===== src/rtl/mbist_ctrl.sv =====
module mbist_ctrl #(
  parameter int ADDR_W = 6,
  parameter int DATA_W = 16
) (
  input  logic              clk,
  input  logic              rst_n,
  input  logic              tap_start,
  input  logic              reg_start,
  output logic [ADDR_W-1:0] ram_addr,
  output logic [DATA_W-1:0] ram_wdata,
  output logic              ram_we,
  input  logic [DATA_W-1:0] ram_rdata,
  output logic              busy,
  output logic              done,
  output logic              stat_pass,
  output logic              tap_pass
);
  typedef enum logic [2:0] {IDLE, FILL1, READ1, FILL0, READ0, DRAIN} phase_t;
  localparam logic [ADDR_W-1:0] LAST = {ADDR_W{1'b1}};
  localparam logic [DATA_W-1:0] ONES = {DATA_W{1'b1}};

  phase_t            phase;
  logic [ADDR_W-1:0] addr;
  logic              from_tap, fail, cmp_vld;
  logic [DATA_W-1:0] cmp_exp;
  logic              fail_now;

  assign busy      = (phase != IDLE);
  assign ram_addr  = addr;
  assign ram_we    = (phase == FILL1) || (phase == FILL0);
  assign ram_wdata = (phase == FILL1) ? ONES : '0;
  assign fail_now  = fail || (cmp_vld && (ram_rdata != cmp_exp));

  always_ff @(posedge clk or negedge rst_n) begin
    if (!rst_n) begin
      cmp_vld <= 1'b0;
      cmp_exp <= '0;
    end else begin
      cmp_vld <= (phase == READ1) || (phase == READ0);
      cmp_exp <= (phase == READ1) ? ONES : '0;
    end
  end

  always_ff @(posedge clk or negedge rst_n) begin
    if (!rst_n) begin
      phase     <= IDLE;
      addr      <= '0;
      from_tap  <= 1'b0;
      fail      <= 1'b0;
      done      <= 1'b0;
      stat_pass <= 1'b0;
      tap_pass  <= 1'b0;
    end else begin
      done <= 1'b0;
      case (phase)
        IDLE: if (tap_start || reg_start) begin
          phase    <= FILL1;
          addr     <= '0;
          fail     <= 1'b0;
          from_tap <= tap_start;
        end
        DRAIN: begin
          phase     <= IDLE;
          done      <= 1'b1;
          stat_pass <= !fail_now;
          if (from_tap) tap_pass <= !fail_now;
        end
        default: begin
          fail <= fail_now;
          addr <= addr + 1'b1;
          if (addr == LAST) begin
            case (phase)
              FILL1:   phase <= READ1;
              READ1:   phase <= FILL0;
              FILL0:   phase <= READ0;
              default: phase <= DRAIN;
            endcase
          end
        end
      endcase
    end
  end
endmodule



===== config.mk =====
export PLATFORM = sky130hd
export DESIGN_NAME = mbist_ctrl
export DESIGN_NICKNAME = d
export VERILOG_FILES = /design/src/rtl/mbist_ctrl.sv
export SDC_FILE = /design/constraint.sdc
export NUM_CORES = 1
export LEC_CHECK = 0
export ABC_AREA = 0
export BUFFER_PORTS_ARGS = -buffer_cell sky130_fd_sc_hd__buf_2
export CORE_MARGIN = 2
export CORE_UTILIZATION = 25
export CTS_CLUSTER_DIAMETER = 30
export DETAILED_ROUTE_END_ITERATION = 8
export GPL_ROUTABILITY_DRIVEN = 0
export PLACE_DENSITY = 0.47
export SYNTH_ARGS = -nofsm -noshare
export SYNTH_HDL_FRONTEND = slang
export SYNTH_SLANG_ARGS = --single-unit

===== constraint.sdc =====
create_clock -name clk -period 2.1 [get_ports clk]
set_input_delay 0.105 -clock clk [delete_from_list [all_inputs] [get_ports clk]]
set_output_delay 0.105 -clock clk [all_outputs]
set_load 0.05 [all_outputs]

==> results.ini, run 1 <==
[routing]
num_vias = 911
wl_per_cell_um = 12.4
topRoutingLayerUsed = met3
met3WireLength_um = 163
met1Wirelength_um = 1050
drt_iter0_markers = 15
via_per_inst = 4.77
met2_length_um = 1160
dr.pass1.iters = 4
finalWirelength_um = 2370
ant_nets = 0
route.detailed.drc = 0

[yosys]
synthAdderAreaFrac_pct = 1.24
synth_area_mm2 = 0.00101
synth-seq-cells = 16
netlist_instances = 108
synth-seq-area-share_pct = 39.7
yosysUniqueCellTypes = 39
avgSynthCellArea_um2 = 9.34
synthXorXnorAreaFrac_pct = 0.868
synth_top_family_by_area = simple AND/OR/NAND/NOR gates
synth_mux_area_share_pct = 0.993
syn-num-nets = 129
synth_warnings = 0
synth_simple_gate_area_share_pct = 25.3
synth-compound-area-share_pct = 16.7

[die]
die_h_um = 67.5
rows = 23
dieWidth_um = 67.5
fp.dieArea_mm2 = 0.00456
start_util_pct = 25.6
core_mm2 = 0.00394
ios = 47

[placed_design]
dp_hpwl_um = 1880
port_buffers = 46
dpl_cell_area_mm2 = 0.00118

[timing]
fin_skew_ns = 0.00206
setup_violations = 0
tns_ns = 0
slew_headroom_pct = 71.0
tightest_slew_ns = 0.434
fmax_ghz = 0.561
finalHoldViolations = 0
period_needed_ns = 1.78
period_share_pct = 84.8
slew_violations = 0
rsz0062_at_grt = no

[worst_setup_path]
cp.buffers_inverters = 1
crit_arrival_ns = 1.68
path_class = reg -> out
critPathMaxFanout = 16
required_ns = 2.00
cp-end-kind = primary output
critPathMaxStageDelay_ns = 0.53
critPathSlowestCell = dfrtp_1
cp_cell_sequence = nor2b_1 -> and2_1 -> buf_2
cpLargestDelayFamily = simple AND/OR/NAND/NOR gates
start_kind = register

[power]
power.leakage_nw = 0.510
p_per_area_mw_per_mm2 = 459
max-vdd-ir-drop_mv = 0.230

[grt]
overflow = 0
grt_pass1_wl_um = 3810
grt_start_max_net_pins = 17
first_global_vias = 882
grt_usage_pct = 10.8
antenna_found_initial = 0

[cells_and_area]
layout_commonest_cell = buf_2
syn_to_final_growth_pct = 22.0
drive_gt1_share_pct = 39.0
final_core_util_pct = 31.2
nNetsFinal = 164
layout_common_cells = buf_2 (46), dfrtp_1 (16), nand2_1 (7), nand3_1 (6), a21oi_1 (6)
antenna_cells = 0
postLayoutCellArea_mm2 = 0.00123

[run]
drv_cap = 0

[clock_network]
cts_inserted_buffers = 3
clkTransAtPathRegs_ns = 0.06
worstSkewPairLatency_ns = 0.24
cts_max_path_buffers = 2
cts_tree = yes
root_buffer = clkbuf_8
cts_setup_buffers = 0
cts.sinks = 16
h-tree-depth = 1

[status]
status = finished clean

[hold_path]
min_path_type = in -> reg

==> per-stage QoR <==
stage	hold WS, ns	std cells	worst slack (ns)	power [mW]
2_1_floorplan	-0.191	108	0.166	0.319
3_3_place_gp	0.0444	187	0.410	0.345
3_5_place_dp	0.0471	187	0.378	0.347
4_1_cts	0.120	191	0.290	0.581
5_1_grt	0.144	191	0.134	0.595
6_report	0.122	191	0.318	0.565
==> worst reg2reg max path, cell delays in order, from the launching register on <==
cell and delay [ns]:
dfrtp_1 0.48, or4_4 0.60, a21o_1 0.20, and3_1 0.18, a22o_1 0.17
==> cell usage after synthesis (all sizes together) <==
cell,n,area (um^2)
nand4b,1,8.76
o22ai,1,6.26
nand2,7,26.3
and2b,1,7.51
mux2i,1,10.0
a221oi,1,8.76
or3,3,18.8
inv,4,15.0
ha,1,12.5
a21o,2,15.0
xnor2,1,8.76
dfrtp,16,400
nor4,2,12.5
a2bb2oi,1,8.76
or4,5,41.3
a22o,3,26.3
nand4,3,18.8
a32o,1,10.0
or2,2,12.5
a21oi,7,46.3
nor2,2,7.51
nor3b,1,7.51
nor2b,1,6.26
and3,2,12.5
nand3b,1,7.51
nor3,4,25.0
o21ai,2,10.0
buf,18,134
clkbuf,1,3.75
and2,2,12.5
nand3,6,30.0
o31ai,5,37.5
==> power by group <==
part / switching, mW / total, mW / internal (mW) / leakage (nW)
clock network: 0.0954 / 0.222 / 0.127 / 0.0216
registers: 0 / 0.308 / 0.308 / 0.188
logic: 0.0176 / 0.0342 / 0.0166 / 0.301
total: 0.113 / 0.565 / 0.452 / 0.510
==> routing by layer <==
layer / track usage, % / vias to the layer above
met4: 3.06 / 0
li1: - / 448
met1: 13.2 / 437
met3: 2.17 / 0
met5: 0 / -
met2: 19.1 / 26
==> final cells by class <==
class	instances	area (um^2)
Clock buffer	3	41.3
Fill cell	428	2710
Inverter	4	15.0
Multi-Input combinational cell	69	455
Sequential cell	16	400
Tap cell	50	62.6
Timing Repair Buffer	49	255
==> timing repair <==
action                                  4_1_cts  5_1_grt
hold endpoints to repair                     16        0
hold buffers                                  1        0
endpoints found under the setup margin        0        0
resized for setup                             0        0
==> registers in the layout, indices dropped and copies added, names as in the netlist, named ones only <==
name,count
tap_pass,1
done,1
cmp_exp,1
ram_addr,6
cmp_vld,1
stat_pass,1
phase,2
from_tap,1
fail,1
==> path summary, 6_finish.rpt <==
check                           startpoint       endpoint  slack [ns]  cells past startpoint
worst max-delay path              phase[1]  ram_wdata[11]        0.32                      3
worst min-delay path             tap_start       from_tap        0.12                      2
worst max register to register    register           fail        0.38                      4
worst min register to register    tap_pass       tap_pass        0.49                      2
max in group asynchronous            rst_n        cmp_vld        1.52                      2
min in group asynchronous            rst_n    ram_addr[5]        0.31                      2
==> logic make-up (layout without fill, tap and decap cells) <==
kind of cell,count (synthesis),count (layout)
muxes,1,1
AOI/OAI and AO/OA,23,23
buffers and inverters,23,56
xor gates and xnor gates,1,1
DFF,16,16
adders and majority gates,1,1
and+or+nand+nor,43,43
Power figures use the tool's default switching activity.
==> inputs of run 2 (changes only) <==
--- a/config.mk
+++ b/config.mk
@@ -12,7 +12,7 @@
 export CTS_CLUSTER_DIAMETER = 30
 export DETAILED_ROUTE_END_ITERATION = 8
 export GPL_ROUTABILITY_DRIVEN = 0
-export PLACE_DENSITY = 0.47
+export PLACE_DENSITY = 0.49
 export SYNTH_ARGS = -nofsm -noshare
 export SYNTH_HDL_FRONTEND = slang
 export SYNTH_SLANG_ARGS = --single-unit
==> constraint.sdc (replaced) <==
create_clock -name clk -period 1.6 [get_ports clk]
set_input_delay 0.08 -clock clk [delete_from_list [all_inputs] [get_ports clk]]
set_output_delay 0.08 -clock clk [all_outputs]
set_load 0.05 [all_outputs]
==> run 2 against run 1 <==
  * Critical path depth is 1 higher
  * Via count up 1.6%
  * Sequential cell count unchanged
  * Clock skew about the same
  * Clock-buffer cell count rose by 1
  * Global-route usage is 0.46 points lower
  * Power is 43% higher
  * Routed wire length increased by 11%
  * Sequential power is 31% higher
  * Critical path type unchanged
==> results.ini, run 2 (synthesis gave the netlist of run 1 again) <==
[die]
ios = 47  ; unchanged
dieWidth_um = 67.5  ; unchanged
core_mm2 = 0.00394  ; unchanged
rows = 23  ; unchanged
start_util_pct = 25.6  ; unchanged
fp.dieArea_mm2 = 0.00456  ; unchanged
die_h_um = 67.5  ; unchanged

[cells_and_area]
postLayoutCellArea_mm2 = 0.00137  ; +12%
syn_to_final_growth_pct = 36.1
fillers = 393  ; -8.2%
layout_commonest_cell = buf_2
nNetsFinal = 168  ; +2.4%
antenna_cells = 0  ; unchanged
largest_reg_flops = 6  ; unchanged
drive_gt1_share_pct = 47.3  ; +8.3 points
layout_common_cells = buf_2 (30), buf_4 (18), dfrtp_1 (14)

[worst_setup_path]
reg2reg_depth = 4  ; unchanged
crit_start = phase[1]
endpoint = ram_wdata[13]
path_class = reg -> out
start_kind = register
required_ns = 1.52  ; -0.48 ns
crit_arrival_ns = 1.48  ; -0.20 ns
r2r-end = tap_pass
critPathMaxFanout = 8  ; -8
ff2ff_setup_slack_ns = 0.05  ; -0.33 ns
r2r-start = cmp_exp[14]
cp-end-kind = primary output

[power]
max-vdd-ir-drop_mv = 0.307  ; +33%
p_per_area_mw_per_mm2 = 589  ; +28%
p_sw_mw = 0.163  ; +45%
power.leakage_nw = 0.600  ; +18%
clock_power_share_pct = 44.1  ; +4.8 points
seq_power_share_pct = 50.0  ; -4.6 points
intPower_mw = 0.645  ; +43%
swShare_pct = 20.2  ; +0.21 points
pwr-share-comb_pct = 5.8  ; -0.3 points

[placed_design]
place_worst_setup_slack_ns = 0.0195  ; -0.358 ns
dpl_cell_area_mm2 = 0.00120  ; +2.2%
dp_hpwl_um = 1870  ; -0.72%
port_buffers = 46  ; unchanged

[grt]
first_global_vias = 810  ; -8.2%
antenna_found_initial = 0  ; unchanged
grt_usage_pct = 10.4  ; -0.46 points
grt_pass1_wl_um = 3530  ; -7.2%
grt_start_max_net_pins = 17  ; unchanged
overflow = 0  ; unchanged

[timing]
tns_ns = 0  ; unchanged
finalHoldViolations = 0  ; unchanged
slew_headroom_pct = 74.6  ; +3.5 points
setup_violations = 0  ; unchanged
fmax_ghz = 0.642
tightest_slew_ns = 0.381  ; -0.0529 ns
fin_ws_ns = 0.0415  ; -0.277 ns
fin_skew_ns = 0.00180  ; -0.000259 ns
rsz0062_at_grt = yes
period_needed_ns = 1.56
period_share_pct = 97.4
slew_violations = 0  ; unchanged

[clock_network]
h-tree-depth = 1  ; unchanged
clkTransAtPathRegs_ns = 0.06  ; about the same
root_buffer = clkbuf_8
cts_max_path_buffers = 2  ; unchanged
cts_setup_buffers = 0  ; unchanged
cts_tree = yes
cts_inserted_buffers = 3  ; unchanged
worstSkewPairLatency_ns = 0.25  ; about the same
cts.sinks = 16  ; unchanged

[routing]
finalWirelength_um = 2620  ; +11%
dr.pass1.iters = 4  ; unchanged
route.detailed.drc = 0  ; unchanged
num_vias = 926  ; +1.6%
via_per_inst = 4.72  ; -0.95%
wl_per_cell_um = 13.4  ; +7.7%
ant_nets = 0  ; unchanged
drt_iter0_markers = 13  ; -2

[hold_path]
min_path_type = in -> reg

[run]
drv_cap = 0  ; unchanged

[status]
status = finished clean

-- run 2: cell count changes in the layout (fill, tap and decap cells not counted), sizes merged --
cell,previous run,this run
and2,2,3
buf,48,51
clkbuf,3,4
-- run 2: repair_timing --
| action | 4_1_cts | 5_1_grt |
|---|---|---|
| setup endpoints to repair | 16 | 21 |
| gates cloned | 0 | 1 |
| gates resized for setup | 0 | 46 |
| hold endpoints to repair | 16 | 0 |
| hold buffers | 1 | 0 |
| pin swaps | 0 | 3 |
-- run 2: area by class of cell --
cell class	count	area (um^2)	area share [%]
clock buffers	4	55.1	4.01
repair buffers	52	329	24.0
flip-flops and latches	16	403	29.4
inverters	4	15.0	1.09
well taps	50	62.6	4.56
multi-input cells	70	508	37.0
-- run 2: routing by layer --
metal / vias up / wire length [um] / global-route usage [%]
met5: - / 0 / 0
met4: 0 / 0 / 3.83
met3: 0 / 126 / 2.00
met2: 27 / 1350 / 18.4
met1: 441 / 1140 / 12.3
li1: 458 / - / -
-- run 2: how the worst min path moves through the flow --
stage                         start     endpoint  slack, ns  cells past startpoint
after detailed placement      rst_n  ram_addr[3]       0.02                      1
after CTS                 tap_start     from_tap       0.08                      2
after global placement        rst_n  ram_addr[4]       0.02                      1
after floorplan               rst_n    async pin      -0.22                      0
after global routing      tap_start     from_tap        0.1                      2
final                     tap_start     from_tap       0.08                      2
-- run 2: through the flow --
stage          std cells  hold slack, ns  util, %  total power [mW]
2_1_floorplan        108          -0.216        -             0.418
5_1_grt              196          0.0954     34.8             0.859
3_5_place_dp         190          0.0248     30.6             0.455
3_3_place_gp         190          0.0175     30.6             0.453
6_report             196          0.0827     34.8             0.808
4_1_cts              195          0.0758     32.2             0.824
-- run 2: critical path, stage by stage (launching register included) --
cell and delay (ns):
dfrtp_2 0.46, buf_4 0.19, nor2b_4 0.14, and2_4 0.22, buf_4 0.22
-- run 2: power by group through the flow --
stage | sequential, mW | combinational, mW | clock (mW)
floorplan | 0.412 | 0.00600 | 0
global placement | 0.412 | 0.0408 | 0
detailed placement | 0.412 | 0.0432 | 0
CTS | 0.404 | 0.0451 | 0.375
global route | 0.404 | 0.0517 | 0.403
finish | 0.405 | 0.0469 | 0.357
==> inputs of run 3 (changes only) <==
--- a/config.mk
+++ b/config.mk
@@ -12,7 +12,7 @@
 export CTS_CLUSTER_DIAMETER = 30
 export DETAILED_ROUTE_END_ITERATION = 8
 export GPL_ROUTABILITY_DRIVEN = 0
-export PLACE_DENSITY = 0.49
+export PLACE_DENSITY = 0.47
 export SYNTH_ARGS = -nofsm -noshare
 export SYNTH_HDL_FRONTEND = slang
 export SYNTH_SLANG_ARGS = --single-unit
==> constraint.sdc (replaced) <==
create_clock -name clk -period 1.95 [get_ports clk]
set_input_delay 0.0975 -clock clk [delete_from_list [all_inputs] [get_ports clk]]
set_output_delay 0.0975 -clock clk [all_outputs]
set_load 0.05 [all_outputs]
==> run 3 against run 2 <==
  * Power decreased by 24%
  * Routed wire length decreased by 8.6%
  * Design area decreased by 9.8%
  * Largest power group unchanged
  * Highest routed layer is now met4
==> results.ini, run 3 (synthesis gave the netlist of run 1 again) <==
[timing]
fmax_ghz = 0.571
slew_violations = 0  ; unchanged
fin_skew_ns = 0.00137  ; -0.000426 ns
setup_violations = 0  ; unchanged
period_share_pct = 89.8
tightest_slew_ns = 0.405  ; +0.0238 ns
finalHoldViolations = 0  ; unchanged
tns_ns = 0  ; unchanged
period_needed_ns = 1.75
rsz0062_at_grt = no
slew_headroom_pct = 73.0  ; -1.6 points
hold_ws_ns = 0.136  ; +0.0529 ns

[grt]
use_met3_pct = 3.67  ; +1.7 points
grt-busiest-layer = met2
grt_pass1_wl_um = 3900  ; +10%
antenna_found_initial = 0  ; unchanged
grt_usage_pct = 11.3  ; +0.96 points
use_met2_pct = 20.5  ; +2.1 points
overflow = 0  ; unchanged
grt_util_met1_pct = 12.7  ; +0.36 points
first_global_vias = 881  ; +8.8%
grt_start_max_net_pins = 17  ; unchanged

[routing]
wl_per_cell_um = 12.5  ; -6.7%
ant_nets = 0  ; unchanged
drt_iter0_markers = 17  ; +4
dr.pass1.iters = 4  ; unchanged
route.detailed.drc = 0  ; unchanged
num_vias = 896  ; -3.2%
via_per_inst = 4.67  ; -1.2%
finalWirelength_um = 2390  ; -8.6%

[cells_and_area]
layout_common_cells = buf_2 (46), dfrtp_1 (16), nand2_1 (7), nand3_1 (6), a21oi_1 (6)
postLayoutCellArea_mm2 = 0.00124  ; -9.8%
nNetsFinal = 165  ; -1.8%
final_core_util_pct = 31.4  ; -3.4 points
syn_to_final_growth_pct = 22.7
instances_no_fill = 192  ; -2.0%
antenna_cells = 0  ; unchanged
largest_reg_flops = 6  ; unchanged
layout_commonest_cell = buf_2
drive_gt1_share_pct = 39.4  ; -7.8 points

[die]
start_util_pct = 25.6  ; unchanged
die_h_um = 67.5  ; unchanged
rows = 23  ; unchanged
dieWidth_um = 67.5  ; unchanged
core_mm2 = 0.00394  ; unchanged
fp.dieArea_mm2 = 0.00456  ; unchanged
ios = 47  ; unchanged

[clock_network]
clkTransAtPathRegs_ns = 0.06  ; about the same
worstSkewPairLatency_ns = 0.24  ; about the same
cts_inserted_buffers = 3  ; unchanged
cts_setup_buffers = 0  ; unchanged
cts_max_path_buffers = 2  ; unchanged
cts.sinks = 16  ; unchanged
h-tree-depth = 1  ; unchanged
cts_tree = yes
post_cts_resized = 0  ; unchanged
root_buffer = clkbuf_8

[placed_design]
dp_hpwl_um = 1890  ; +0.77%
dpl_cell_area_mm2 = 0.00119  ; -1.6%
port_buffers = 46  ; unchanged
place_inst = 188  ; -1.1%

[power]
p_per_area_mw_per_mm2 = 497  ; -16%
pwr-share-comb_pct = 6.0  ; +0.2 points
swShare_pct = 20.8  ; +0.57 points
power.leakage_nw = 0.515  ; -14%
clock_power_share_pct = 39.9  ; -4.2 points
p_sw_mw = 0.128  ; -22%
max-vdd-ir-drop_mv = 0.391  ; +27%
intPower_mw = 0.487  ; -25%
seq_power_share_pct = 54.0  ; +4.0 points

[worst_setup_path]
crit_start = phase[1]
ff2ff_setup_slack_ns = 0.35  ; +0.30 ns
endpoint = ram_wdata[11]
critPathMaxFanout = 16  ; +8
path_class = reg -> out
critPathMaxStageDelay_ns = 0.52  ; +0.06 ns
r2r-end = fail
cp-end-kind = primary output
critPathSlowestCell = dfrtp_1
cp_cell_sequence = nor2b_1 -> and2_1 -> buf_2
reg2reg_depth = 4  ; unchanged
start_kind = register
crit_arrival_ns = 1.65  ; +0.17 ns
required_ns = 1.85  ; +0.33 ns

[hold_path]
min_path_type = in -> reg

[status]
status = finished clean

[run]
drv_cap = 0  ; unchanged

run 3: final cells by class:
cell class	count	area, um^2
fill	426	2710
tap	50	62.6
clock buffer	3	41.3
multi-input combinational	69	455
sequential	16	400
inverter	4	15.0
timing repair buffer	50	263
run 3: through the flow:
stage          total power [mW]  worst slack (ns)
6_report                  0.614             0.198
5_1_grt                   0.648            0.0149
4_1_cts                   0.631             0.156
3_5_place_dp              0.374             0.356
3_3_place_gp              0.372             0.392
2_1_floorplan             0.343            0.0233
run 3: worst min path at each step:
stage,start,end,slack [ns],cells past startpoint
floorplan,rst_n,async pin,-0.20,0
global placement,rst_n,ram_addr[5],0.03,1
detailed placement,rst_n,ram_addr[5],0.04,1
CTS,tap_start,from_tap,0.13,2
global route,tap_start,from_tap,0.15,2
finish,tap_start,from_tap,0.14,2
run 3: power groups by stage:
stage,registers (mW),clock network (mW),logic [mW]
CTS,0.332,0.261,0.0381
global route,0.332,0.274,0.0424
detailed placement,0.338,0,0.0364
finish,0.332,0.245,0.0371
floorplan,0.338,0,0.00493
global placement,0.338,0,0.0337
run 3: worst max-delay path: cells and delay by family, from the launching register on:
family,cells,cell delay [ns]
buffers and inverters,1,0.33
AND/OR/NAND/NOR,2,0.55
flip-flops,1,0.52
run 3: repair_timing:
item	in CTS	in global routing
endpoints found under the hold margin	16	0
setup endpoints to repair	0	0
hold buffers	1	0
run 3: layer usage:
layer | part of all wire, % | up-vias
li1 | - | 452
met1 | 43 | 414
met2 | 49 | 28
met3 | 7.6 | 2
met4 | 0.50 | 0
met5 | 0 | -
